$ cat config.mk
export PLATFORM = sky130hd
export DESIGN_NAME = bar_sizing_unit
export DESIGN_NICKNAME = d
export VERILOG_FILES = /design/src/rtl/bar_sizing_pkg.sv /design/src/rtl/bar_mask_unit.sv /design/src/rtl/rebar_regs.sv /design/src/rtl/bar_addr_reg.sv /design/src/rtl/bar_sizing_unit.sv
export SDC_FILE = /design/constraint.sdc
export NUM_CORES = 1
export LEC_CHECK = 0
export BUFFER_PORTS_ARGS = -buffer_cell sky130_fd_sc_hd__buf_2
export CAP_MARGIN = 20
export CELL_PAD_IN_SITES_DETAIL_PLACEMENT = 1
export CELL_PAD_IN_SITES_GLOBAL_PLACEMENT = 2
export CORE_MARGIN = 2
export CORE_UTILIZATION = 34
export DETAILED_ROUTE_END_ITERATION = 10
export GPL_TIMING_DRIVEN = 0
export MAX_ROUTING_LAYER = met4
export PLACE_DENSITY = 0.85
export SLEW_MARGIN = 0
export SYNTH_ARGS = -nofsm -noshare
export SYNTH_HDL_FRONTEND = slang
export SYNTH_HIERARCHICAL = 1
export SYNTH_SLANG_ARGS = --single-unit
$ cat constraint.sdc
create_clock -name clk -period 6.5 [get_ports clk]
set_clock_uncertainty 0.15 [all_clocks]
set_input_delay 0.325 -clock clk [delete_from_list [all_inputs] [get_ports clk]]
set_output_delay 0.325 -clock clk [all_outputs]
set_load 0.03 [all_outputs]
$ cat src/rtl/bar_sizing_pkg.sv
package bar_sizing_pkg;

  typedef enum logic [1:0] {
    SZ_FIXED  = 2'd0,
    SZ_PROG   = 2'd1,
    SZ_RESIZE = 2'd2,
    SZ_BAD    = 2'd3
  } sizing_e;

  localparam int DW        = 32;
  localparam int AW        = 64;
  localparam int SEL_W     = 6;
  localparam int CAP_LSB   = 4;
  localparam int MIN_SHIFT = 20;
  localparam int FLAG_W    = 4;

  localparam logic [1:0] LCL_BAR_LO = 2'd0;
  localparam logic [1:0] LCL_BAR_HI = 2'd1;
  localparam logic [1:0] LCL_CAP    = 2'd2;
  localparam logic [1:0] LCL_CTRL   = 2'd3;

  localparam logic [1:0] SHD_MASK_LO = 2'd0;
  localparam logic [1:0] SHD_MASK_HI = 2'd1;
  localparam logic [1:0] SHD_GATE    = 2'd2;

  localparam logic [1:0] TYPE_64 = 2'b10;

  // {found, index-4} of the lowest set bit at or above CAP_LSB
  function automatic logic [SEL_W:0] pick_size(input logic [DW-1:0] cap);
    logic [SEL_W:0] r;
    r = '0;
    for (int b = DW - 1; b >= CAP_LSB; b--) begin
      if (cap[b]) r = {1'b1, SEL_W'(b - CAP_LSB)};
    end
    return r;
  endfunction

  function automatic logic [AW-1:0] size_mask(input logic [SEL_W-1:0] sel);
    logic [SEL_W:0] sh;
    sh = {1'b0, sel} + (SEL_W + 1)'(MIN_SHIFT);
    if (sh >= (SEL_W + 1)'(AW)) return '1;
    return (AW'(1) << sh) - AW'(1);
  endfunction

endpackage

$ cat src/rtl/bar_mask_unit.sv
module bar_mask_unit
  import bar_sizing_pkg::*;
#(
  parameter int               SCHEME     = 2,
  parameter logic [AW-1:0]    FIXED_MASK = 64'h0000_0000_0000_FFFF
) (
  input  logic          clk,
  input  logic          rst_n,
  input  logic          ro_gate,
  input  logic          wr_lo,
  input  logic          wr_hi,
  input  logic [DW-1:0] wdata,
  input  logic [AW-1:0] derived,
  output logic          en_o,
  output logic [AW-1:0] mask_o
);

  localparam logic [AW-1:0] MIN_MASK = AW'((1 << FLAG_W) - 1);

  logic we_lo, we_hi;
  logic en_q, en_d;

  assign we_lo = wr_lo & ro_gate;
  assign we_hi = wr_hi & ro_gate;

  always_comb begin
    en_d = en_q;
    if (we_lo) en_d = wdata[0];
  end

  always_ff @(posedge clk or negedge rst_n) begin
    if (!rst_n) en_q <= 1'b0;
    else        en_q <= en_d;
  end

  assign en_o = en_q;

  generate
    if (SCHEME == int'(SZ_PROG)) begin : g_prog
      logic [AW-1:0] mask_q, mask_d;
      always_comb begin
        mask_d = mask_q;
        if (we_lo) mask_d[DW-1:0]  = {wdata[DW-1:1], 1'b1};
        if (we_hi) mask_d[AW-1:DW] = wdata;
      end
      always_ff @(posedge clk or negedge rst_n) begin
        if (!rst_n) mask_q <= '0;
        else        mask_q <= mask_d;
      end
      assign mask_o = mask_q | MIN_MASK;
      logic unused_prog;
      assign unused_prog = ^derived;
    end else if (SCHEME == int'(SZ_FIXED)) begin : g_fixed
      assign mask_o = FIXED_MASK | MIN_MASK;
      logic unused_fixed;
      assign unused_fixed = ^{we_hi, wdata[DW-1:1], derived};
    end else if (SCHEME == int'(SZ_RESIZE)) begin : g_resize
      assign mask_o = derived | MIN_MASK;
      logic unused_resize;
      assign unused_resize = ^{we_hi, wdata[DW-1:1]};
    end else begin : g_bad
      $error("bar_mask_unit: sizing scheme 3 is not a valid encoding");
      assign mask_o = '1;
      logic unused_bad;
      assign unused_bad = ^{we_hi, wdata[DW-1:1], derived};
    end
  endgenerate


  shadow_gate_chk: assert property (@(posedge clk) disable iff (!rst_n)
    (!ro_gate && wr_lo) |=> $stable(en_o))
    else $error("shadow write passed a closed gate");

endmodule

$ cat src/rtl/rebar_regs.sv
module rebar_regs
  import bar_sizing_pkg::*;
#(
  parameter logic [2:0]  BAR_IDX   = 3'd2,
  parameter logic [2:0]  REBAR_NUM = 3'd1,
  parameter logic [15:0] EXT_RST   = 16'hFFFF
) (
  input  logic          clk,
  input  logic          rst_n,
  input  logic          ro_gate,
  input  logic          cap_wr,
  input  logic          ctrl_wr,
  input  logic [DW-1:0] wdata,
  output logic [DW-1:0] cap_o,
  output logic [DW-1:0] ctrl_o,
  output logic [AW-1:0] mask_o
);

  localparam logic [DW-1:0] CAP_RST = DW'(1) << CAP_LSB;

  logic [DW-1:0]    cap_q, cap_d;
  logic [SEL_W-1:0] sel_q, sel_d;
  logic [15:0]      ext_q, ext_d;
  logic [SEL_W:0]   pick;
  logic             cap_we, ctrl_we;

  assign cap_we  = cap_wr & ro_gate;
  assign ctrl_we = ctrl_wr & ro_gate;
  assign pick    = pick_size(wdata);

  always_comb begin
    cap_d = cap_q;
    sel_d = sel_q;
    ext_d = ext_q;
    if (cap_we) begin
      cap_d = wdata;
      if (pick[SEL_W]) sel_d = pick[SEL_W-1:0];
    end
    if (ctrl_we) ext_d = wdata[DW-1:16];
  end

  always_ff @(posedge clk or negedge rst_n) begin
    if (!rst_n) begin
      cap_q <= CAP_RST;
      sel_q <= '0;
      ext_q <= EXT_RST;
    end else begin
      cap_q <= cap_d;
      sel_q <= sel_d;
      ext_q <= ext_d;
    end
  end

  assign cap_o  = cap_q;
  assign ctrl_o = {ext_q, 2'b00, sel_q, REBAR_NUM, 2'b00, BAR_IDX};
  assign mask_o = size_mask(sel_q);


  cap_gate_chk: assert property (@(posedge clk) disable iff (!rst_n)
    (!ro_gate && (cap_wr || ctrl_wr)) |=> ($stable(cap_o) && $stable(ctrl_o)))
    else $error("capability or control write passed a closed gate");


  sel_source_chk: assert property (@(posedge clk) disable iff (!rst_n)
    !$stable(ctrl_o[13:8]) |-> $past(cap_we))
    else $error("selected size moved without a capability write");

endmodule

$ cat src/rtl/bar_addr_reg.sv
module bar_addr_reg
  import bar_sizing_pkg::*;
(
  input  logic          clk,
  input  logic          rst_n,
  input  logic          ro_gate,
  input  logic          lcl_wr_lo,
  input  logic          lcl_wr_hi,
  input  logic [DW-1:0] lcl_wdata,
  input  logic          hst_wr,
  input  logic          hst_hi,
  input  logic [DW-1:0] hst_wdata,
  input  logic          en,
  input  logic [AW-1:0] mask,
  output logic [DW-1:0] hst_rdata,
  output logic [DW-1:0] raw_lo,
  output logic [DW-1:0] raw_hi,
  output logic [AW-1:0] base_o,
  output logic          is64_o
);

  logic [FLAG_W-1:0] flags_q, flags_d;
  logic [AW-1:FLAG_W] base_q, base_d;
  logic              is64;
  logic [AW-1:0]     eff_base;
  logic              hwe;

  assign is64 = (flags_q[2:1] == TYPE_64);
  assign hwe  = hst_wr & en;

  always_comb begin
    flags_d = flags_q;
    base_d  = base_q;
    if (lcl_wr_lo) begin
      if (ro_gate) flags_d = lcl_wdata[FLAG_W-1:0];
      base_d[DW-1:FLAG_W] = lcl_wdata[DW-1:FLAG_W] & ~mask[DW-1:FLAG_W];
    end
    if (lcl_wr_hi && is64) base_d[AW-1:DW] = lcl_wdata & ~mask[AW-1:DW];
    if (hwe && !hst_hi)
      base_d[DW-1:FLAG_W] = hst_wdata[DW-1:FLAG_W] & ~mask[DW-1:FLAG_W];
    if (hwe && hst_hi && is64)
      base_d[AW-1:DW] = hst_wdata & ~mask[AW-1:DW];
  end

  always_ff @(posedge clk or negedge rst_n) begin
    if (!rst_n) begin
      flags_q <= '0;
      base_q  <= '0;
    end else begin
      flags_q <= flags_d;
      base_q  <= base_d;
    end
  end

  always_comb begin
    eff_base = '0;
    eff_base[DW-1:FLAG_W] = base_q[DW-1:FLAG_W] & ~mask[DW-1:FLAG_W];
    if (is64) eff_base[AW-1:DW] = base_q[AW-1:DW] & ~mask[AW-1:DW];
  end

  assign raw_lo = {eff_base[DW-1:FLAG_W], flags_q};
  assign raw_hi = eff_base[AW-1:DW];
  assign base_o = eff_base;
  assign is64_o = is64;

  always_comb begin
    hst_rdata = '0;
    if (en) hst_rdata = hst_hi ? raw_hi : raw_lo;
  end

  logic unused_hw;
  assign unused_hw = ^hst_wdata[FLAG_W-1:0];


  disabled_hold_chk: assert property (@(posedge clk) disable iff (!rst_n)
    (!en && hst_wr && !lcl_wr_lo && !lcl_wr_hi) |=> $stable(base_o))
    else $error("disabled BAR accepted a host write");


  addr_below_mask_chk: assert property (@(posedge clk) disable iff (!rst_n)
    (en && !hst_hi) |-> ((hst_rdata[DW-1:FLAG_W] & mask[DW-1:FLAG_W]) == '0))
    else $error("address bits under the mask are visible");


  flags_ro_chk: assert property (@(posedge clk) disable iff (!rst_n)
    (hst_wr && !lcl_wr_lo) |=> $stable(raw_lo[FLAG_W-1:0]))
    else $error("host write changed the flag bits");

endmodule

$ cat src/rtl/bar_sizing_unit.sv
module bar_sizing_unit
  import bar_sizing_pkg::*;
#(
  parameter int            SCHEME     = 2,
  parameter logic [63:0]   FIXED_MASK = 64'h0000_0000_0000_FFFF,
  parameter logic [2:0]    BAR_IDX    = 3'd2,
  parameter logic [2:0]    REBAR_NUM  = 3'd1,
  parameter logic [15:0]   EXT_RST    = 16'hFFFF
) (
  input  logic        clk,
  input  logic        rst_n,
  input  logic        lcl_wr,
  input  logic [1:0]  lcl_addr,
  input  logic [31:0] lcl_wdata,
  output logic [31:0] lcl_rdata,
  input  logic        shd_wr,
  input  logic [1:0]  shd_addr,
  input  logic [31:0] shd_wdata,
  output logic [31:0] shd_rdata,
  input  logic        hst_wr,
  input  logic        hst_hi,
  input  logic [31:0] hst_wdata,
  output logic [31:0] hst_rdata,
  output logic        bar_en,
  output logic [63:0] bar_base,
  output logic [63:0] bar_mask
);

  logic          gate_q, gate_d;
  logic          en;
  logic [AW-1:0] mask, derived;
  logic [DW-1:0] cap_w, ctrl_w, raw_lo, raw_hi;
  logic          is64;

  always_comb begin
    gate_d = gate_q;
    if (shd_wr && shd_addr == SHD_GATE) gate_d = shd_wdata[0];
  end

  always_ff @(posedge clk or negedge rst_n) begin
    if (!rst_n) gate_q <= 1'b0;
    else        gate_q <= gate_d;
  end

  generate
    if (SCHEME == int'(SZ_RESIZE)) begin : g_rebar
      rebar_regs #(
        .BAR_IDX  (BAR_IDX),
        .REBAR_NUM(REBAR_NUM),
        .EXT_RST  (EXT_RST)
      ) i_rebar (
        .clk    (clk),
        .rst_n  (rst_n),
        .ro_gate(gate_q),
        .cap_wr (lcl_wr && lcl_addr == LCL_CAP),
        .ctrl_wr(lcl_wr && lcl_addr == LCL_CTRL),
        .wdata  (lcl_wdata),
        .cap_o  (cap_w),
        .ctrl_o (ctrl_w),
        .mask_o (derived)
      );
    end else begin : g_norebar
      assign cap_w   = '0;
      assign ctrl_w  = '0;
      assign derived = size_mask('0);
    end
  endgenerate

  bar_mask_unit #(
    .SCHEME    (SCHEME),
    .FIXED_MASK(FIXED_MASK)
  ) i_mask (
    .clk    (clk),
    .rst_n  (rst_n),
    .ro_gate(gate_q),
    .wr_lo  (shd_wr && shd_addr == SHD_MASK_LO),
    .wr_hi  (shd_wr && shd_addr == SHD_MASK_HI),
    .wdata  (shd_wdata),
    .derived(derived),
    .en_o   (en),
    .mask_o (mask)
  );

  bar_addr_reg i_addr (
    .clk      (clk),
    .rst_n    (rst_n),
    .ro_gate  (gate_q),
    .lcl_wr_lo(lcl_wr && lcl_addr == LCL_BAR_LO),
    .lcl_wr_hi(lcl_wr && lcl_addr == LCL_BAR_HI),
    .lcl_wdata(lcl_wdata),
    .hst_wr   (hst_wr),
    .hst_hi   (hst_hi),
    .hst_wdata(hst_wdata),
    .en       (en),
    .mask     (mask),
    .hst_rdata(hst_rdata),
    .raw_lo   (raw_lo),
    .raw_hi   (raw_hi),
    .base_o   (bar_base),
    .is64_o   (is64)
  );

  always_comb begin
    unique case (lcl_addr)
      LCL_BAR_LO: lcl_rdata = raw_lo;
      LCL_BAR_HI: lcl_rdata = raw_hi;
      LCL_CAP:    lcl_rdata = cap_w;
      default:    lcl_rdata = ctrl_w;
    endcase
  end

  always_comb begin
    case (shd_addr)
      SHD_MASK_LO: shd_rdata = {mask[DW-1:1], en};
      SHD_MASK_HI: shd_rdata = mask[AW-1:DW];
      SHD_GATE:    shd_rdata = {31'd0, gate_q};
      default:     shd_rdata = '0;
    endcase
  end

  assign bar_en   = en;
  assign bar_mask = is64 ? mask : {32'd0, mask[DW-1:0]};


  rebar_mask_contig_chk: assert property (@(posedge clk) disable iff (!rst_n)
    (SCHEME == int'(SZ_RESIZE) && is64) |-> (((bar_mask + 64'd1) & bar_mask) == 64'd0))
    else $error("resizable mask is not a contiguous run of low ones");

endmodule

==> impl_metrics.json, run 1 <==
{
  "wl_mm": 53.2,
  "antenna_found_initial": 3,
  "vias": 10875,
  "fin_setup_tns_ns": 0,
  "yosys_warnings": 6,
  "path_max_fanout": 10,
  "cts-root-buf": "clkbuf_16",
  "slew_headroom_pct": 20.8,
  "htreeDepth": 4,
  "clk_path_buf_depth": 2,
  "hold_buffers": 3,
  "fp.dieW_um": 184,
  "status": "finished, final reports clean",
  "hold_path_class": "in2reg",
  "end_kind": "primary output",
  "die_h_um": 184,
  "grt_setup_unrepaired": "no",
  "finalHoldViolCount": 0,
  "portBuffers": 285,
  "drive_gt1_share_pct": 40.5,
  "peakVddDrop_uv": 172,
  "core_area_mm2": 0.0317,
  "grt_overflow": 0,
  "clk_pin_slew_ns": 0.07,
  "rows": 65,
  "grt_pass1_wl_mm": 76.9,
  "drt-wirelength-per-cell_um": 27.3,
  "viasPerCell": 5.59,
  "synth_area_mm2": 0.0110,
  "cts-buffers-inserted": 17,
  "num_io_pins": 331,
  "hpwlAfterDp_mm": 40.8,
  "min_period_ns": 5.92,
  "required_ns": 6.02,
  "postSynthAreaPerCell_um2": 9.13,
  "die-area_mm2": 0.0338,
  "max_freq_mhz": 169,
  "worstPathArrival_ns": 5.44,
  "tightestPinTransition_ns": 1.19,
  "grt_pass1_vias": 11274,
  "dr.first_iter.drc_count": 738,
  "drv_cap": 0,
  "clkLatencyLatePin_ns": 0.43,
  "synthCells": 1204,
  "cts.sinks": 119,
  "cts_tree": "done",
  "start_util_pct": 34.7,
  "grt_max_degree": 76,
  "maxSlewViolCount": 0,
  "dr.pass1.iters": 5,
  "grt_usage_pct": 32.4,
  "final_util_pct": 43.0,
  "postRouteAntennaNets": 0,
  "drc": 0,
  "leakage_nw": 6.76,
  "area_delta_synth_final_pct": 24.1,
  "setup_violations": 0,
  "nNetsFinal": 1636,
  "power_density_mw_per_mm2": 367,
  "crit_type": "reg2out",
  "gp_congestion": 0.961,
  "fin_crit_sh_pct": 91.0,
  "worst_setup_path_start_kind": "register",
  "post-cts-setup-buffers": 0,
  "cts-resized-gates": 0
}
[placed cells by master, fill, tap and decap left out, drive strengths merged, types with 12 or more instances in the layout]
| master | instances |
|---|---|
| conb | 20 |
| nor2 | 109 |
| buf | 480 |
| and2 | 64 |
| inv | 19 |
| dfrtp | 102 |
| a22o | 32 |
| mux4 | 32 |
| a21oi | 20 |
| nand4 | 38 |
| dfstp | 17 |
| clkbuf | 56 |
| o21ai | 58 |
| and4bb | 30 |
| nor2b | 67 |
| mux2i | 96 |
| nand2b | 12 |
| o2bb2ai | 29 |
| nor3 | 15 |
| nand3 | 16 |
| nand2 | 78 |
| mux2 | 46 |
[cell type report]
cell class / count / area [um2]
Tap cell: 402 / 503
Fill cell: 3838 / 18100
Inverter: 14 / 57.6
Buffer: 232 / 1600
Sequential cell: 119 / 3000
Clock buffer: 18 / 429
Multi-Input combinational cell: 855 / 6400
Antenna cell: 3 / 7.51
Clock inverter: 14 / 163
Timing Repair Buffer: 289 / 1490
[layer usage]
layer	vias up	global-route usage, %	share of wire, %
met4	0	10.6	2.9
met5	-	-	0
met1	5552	43.5	45
met3	66	3.92	5.6
met2	454	50.9	46
li1	4803	-	-
[worst max-delay path: stages, from the launching register on]
cell and delay (ns):
dfrtp_1 0.56, ha_1 0.42, nor2b_1 0.52, clkbuf_1 0.53, nand4_1 0.19, ha_1 0.29
o41ai_2 0.10, nor3b_4 0.18, nand3_2 0.12, buf_6 0.16, o21ai_0 0.10, o32ai_1 0.58
buf_4 0.25, and4bb_1 0.25, buf_4 0.14, mux4_2 0.44, buf_2 0.19
[state kept, by name, summed over array words and instances (netlist names)]
name and flops:
i_addr/flags_q 4, g_rebar.i_rebar/ext_q 16, g_rebar.i_rebar/cap_o 32, g_rebar.i_rebar/sel_q 5, i_mask/en_o 1, i_addr/base_q 60, gate_q 1
[through the flow]
step / power (mW) / instance area, um2 / setup WS, ns / hold WS [ns] / instances
final: 5.01 / 13600 / 0.583 / 0.0107 / 1946
after global routing: 5.22 / 13600 / 0.465 / 0.0213 / 1945
after CTS: 4.99 / 13600 / 0.696 / 0.00324 / 1943
after detailed placement: 3.96 / 13000 / 1.15 / 0.139 / 1908
after global placement: 3.92 / 13000 / 1.06 / 0.309 / 1907
after floorplan: 3.01 / 11100 / 1.84 / -0.121 / 1220
[worst paths after layout]
kind | to | cells past startpoint | start | slack [ns]
worst max-delay path | lcl_rdata[30] | 16 | g_rebar.i_rebar/sel_q[2] | 0.58
worst min-delay path | g_rebar.i_rebar/cap_o[2] | 2 | lcl_wdata[2] | 0.01
worst max register to register | i_addr/base_q[62] | 14 | g_rebar.i_rebar/sel_q[2] | 1.99
worst min register to register | i_addr/base_q[6] | 1 | i_addr/base_q[6] | 0.33
max in group asynchronous | g_rebar.i_rebar/cap_o[4] | 3 | rst_n | 5.16
min in group asynchronous | g_rebar.i_rebar/cap_o[24] | 2 | rst_n | 0.24
[power by group]
part	internal, mW	total (mW)	switching (mW)
clock network	0.576	1.01	0.436
logic	1.04	2.84	1.80
registers	1.00	1.16	0.155
total	2.62	5.01	2.39
(Power assumes the default switching activity.)
==> run 2: changes to the inputs <==
- BUFFER_PORTS_ARGS: -buffer_cell sky130_fd_sc_hd__buf_2 -> unset
- CORE_UTILIZATION: 34 -> 39
- DONT_BUFFER_PORTS: unset -> 1
- PLACE_DENSITY: 0.85 -> 0.79
- clock period: 6.5 -> 5.7 ns (I/O delays scaled with it)
==> impl_metrics.json, run 2 (synthesis results as in run 1) <==
{
  "status": "finished, final reports clean",
  "dr.first_iter.drc_count": 923,
  "internal_power_mw": 2.79,
  "regToRegSetupSlack_ns": 1.59,
  "portBuffers": 0,
  "seqPwrFrac_pct": 24.5,
  "layout_common_cells": "158 x buf_4, 109 x nor2_1, 102 x dfrtp_1, 96 x mux2i_1, 78 x nand2_1",
  "final_util_pct": 46.1,
  "vias": 10166,
  "wl_mm": 52.3,
  "grt_setup_unrepaired": "no",
  "core_area_mm2": 0.0278,
  "die-area_mm2": 0.0295,
  "place_inst": 1601,
  "num_io_pins": 331,
  "critPathBufInv": 4,
  "grt_pass1_wl_mm": 73.2,
  "dr.pass1.iters": 5,
  "setup_violations": 0,
  "path_max_fanout": 10,
  "grt_overflow": 0,
  "gp_congestion": 0.962,
  "hold_path_class": "in2reg",
  "slowest_stage": "o32ai_1",
  "rr_startpoint": "g_rebar.i_rebar/sel_q[3]",
  "die_h_um": 172,
  "cts-root-buf": "clkbuf_16",
  "fp.dieW_um": 172,
  "crit_family": "simple AND/OR/NAND/NOR gates",
  "worst_setup_path_start_kind": "register",
  "power_density_mw_per_mm2": 424,
  "crit_cells": 15,
  "nNetsFinal": 1419,
  "leakage_nw": 5.71,
  "fin_crit_sh_pct": 97.7,
  "final_common_cell": "buf_4",
  "postLayoutCellArea_mm2": 0.0128,
  "p_comb_share_pct": 55.1,
  "rr_worst_depth": 14,
  "grt_max_degree": 120,
  "drv_cap": 0,
  "postRouteAntennaNets": 0,
  "cts.sinks": 119,
  "largest_reg_flops": 60,
  "endpoint": "lcl_rdata[30]",
  "worstPathArrival_ns": 5.13,
  "grt_usage_pct": 35.9,
  "finalHoldViolCount": 0,
  "cts-buffers-inserted": 17,
  "area_delta_synth_final_pct": 16.6,
  "fin_setup_tns_ns": 0,
  "hpwlAfterDp_mm": 37.9,
  "total_power_mw": 5.43,
  "slowest_delay_ns": 0.57,
  "max_freq_mhz": 180,
  "required_ns": 5.27,
  "fillCellCount": 3286,
  "antenna-diode-count": 0,
  "start_util_pct": 39.6,
  "min_period_ns": 5.57,
  "antenna_found_initial": 0,
  "largest-register": "i_addr/base_q",
  "path_cells": "ha_1 -> nor2b_1 -> clkbuf_2 -> nand4_1 -> ha_1 -> o41ai_2 -> nor3b_4 -> nand3_2 -> buf_6 -> o21ai_0 -> o32ai_1 -> buf_4 -> and4bb_1 -> buf_4 -> mux4_2",
  "grt_pass1_vias": 10373,
  "drive_gt1_share_pct": 26.3,
  "clk_pin_slew_ns": 0.06,
  "cts_tree": "done",
  "slew_headroom_pct": 20.5,
  "maxSlewViolCount": 0,
  "hold_ws_ns": 0.00803,
  "peakVddDrop_uv": 195,
  "crit_type": "reg2out",
  "clkPwrFrac_pct": 20.3,
  "finalWorstSetupSlack_ns": 0.132,
  "clkLatencyLatePin_ns": 0.43,
  "drt-wirelength-per-cell_um": 30.7,
  "rr_endpoint": "i_addr/base_q[62]",
  "rows": 61,
  "drc": 0,
  "clk_path_buf_depth": 2,
  "fin_cells": 1702,
  "end_kind": "primary output",
  "tightestPinTransition_ns": 1.19,
  "dp_slack_ns": 0.398,
  "htreeDepth": 4,
  "viasPerCell": 5.97,
  "critPathLaunch": "g_rebar.i_rebar/sel_q[3]",
  "switching_share_pct": 48.7,
  "switchingPower_mw": 2.64,
  "place_area_mm2": 0.0115
}
run 2: cell types whose count changed in the layout (fill, tap and decap cells not counted), moves of 2 or more:
cell / change
buf_4: +6
dlygate4sd3_1: +61
clkbuf_2: +2
diode_2: -3
clkbuf_1: -2
buf_2: -284
run 2: power groups by stage:
stage	Combinational, mW	Clock, mW	Sequential, mW
2_1_floorplan	2.17	0	1.26
5_1_grt	3.13	1.15	1.36
3_3_place_gp	2.85	0	1.32
3_5_place_dp	2.88	0	1.34
4_1_cts	2.96	1.12	1.33
6_report	3.00	1.11	1.33
run 2: tightest hold or removal path, cell delays in order:
cell and delay, ns:
nand4_1 0.07, o21ai_0 0.08, a22o_1 0.12
run 2: worst min-delay path by stage:
stage / to / startpoint / depth (start not counted) / slack, ns
floorplan: g_rebar.i_rebar/cap_o[0] / rst_n / 0 / -0.16
global placement: g_rebar.i_rebar/cap_o[1] / rst_n / 0 / -0.16
detailed placement: g_rebar.i_rebar/cap_o[1] / rst_n / 0 / -0.16
CTS: i_addr/base_q[61] / hst_wdata[29] / 3 / 0.002
global route: i_addr/base_q[55] / lcl_wdata[23] / 3 / 0.02
finish: i_addr/base_q[39] / hst_wdata[7] / 3 / 0.008
run 2: area by class of cell:
class	instances	area [um2]	share of cell area, %
inverters	14	57.6	0.449
flip-flops and latches	119	3000	23.4
plain buffers	232	1600	12.5
well taps	378	473	3.69
multi-input cells	855	6400	49.9
clock inverters	14	140	1.09
clock buffers	18	429	3.35
repair buffers	72	717	5.59
run 2: per-layer routing:
metal	GRT usage, %	vias to the layer above	share of wire (%)
met2	55.5	505	46
li1	-	4353	-
met4	14.1	0	3.7
met3	7.28	93	7.9
met1	46.4	5215	43
met5	-	-	0
run 2: what timing repair did:
item | 4_1_cts | 5_1_grt
pin swaps | 1 | 0
hold buffers | 65 | 0
setup endpoints to repair | 1 | 3
endpoints found under the hold margin | 208 | 0
setup buffers | 4 | 0
resized for setup | 1 | 2
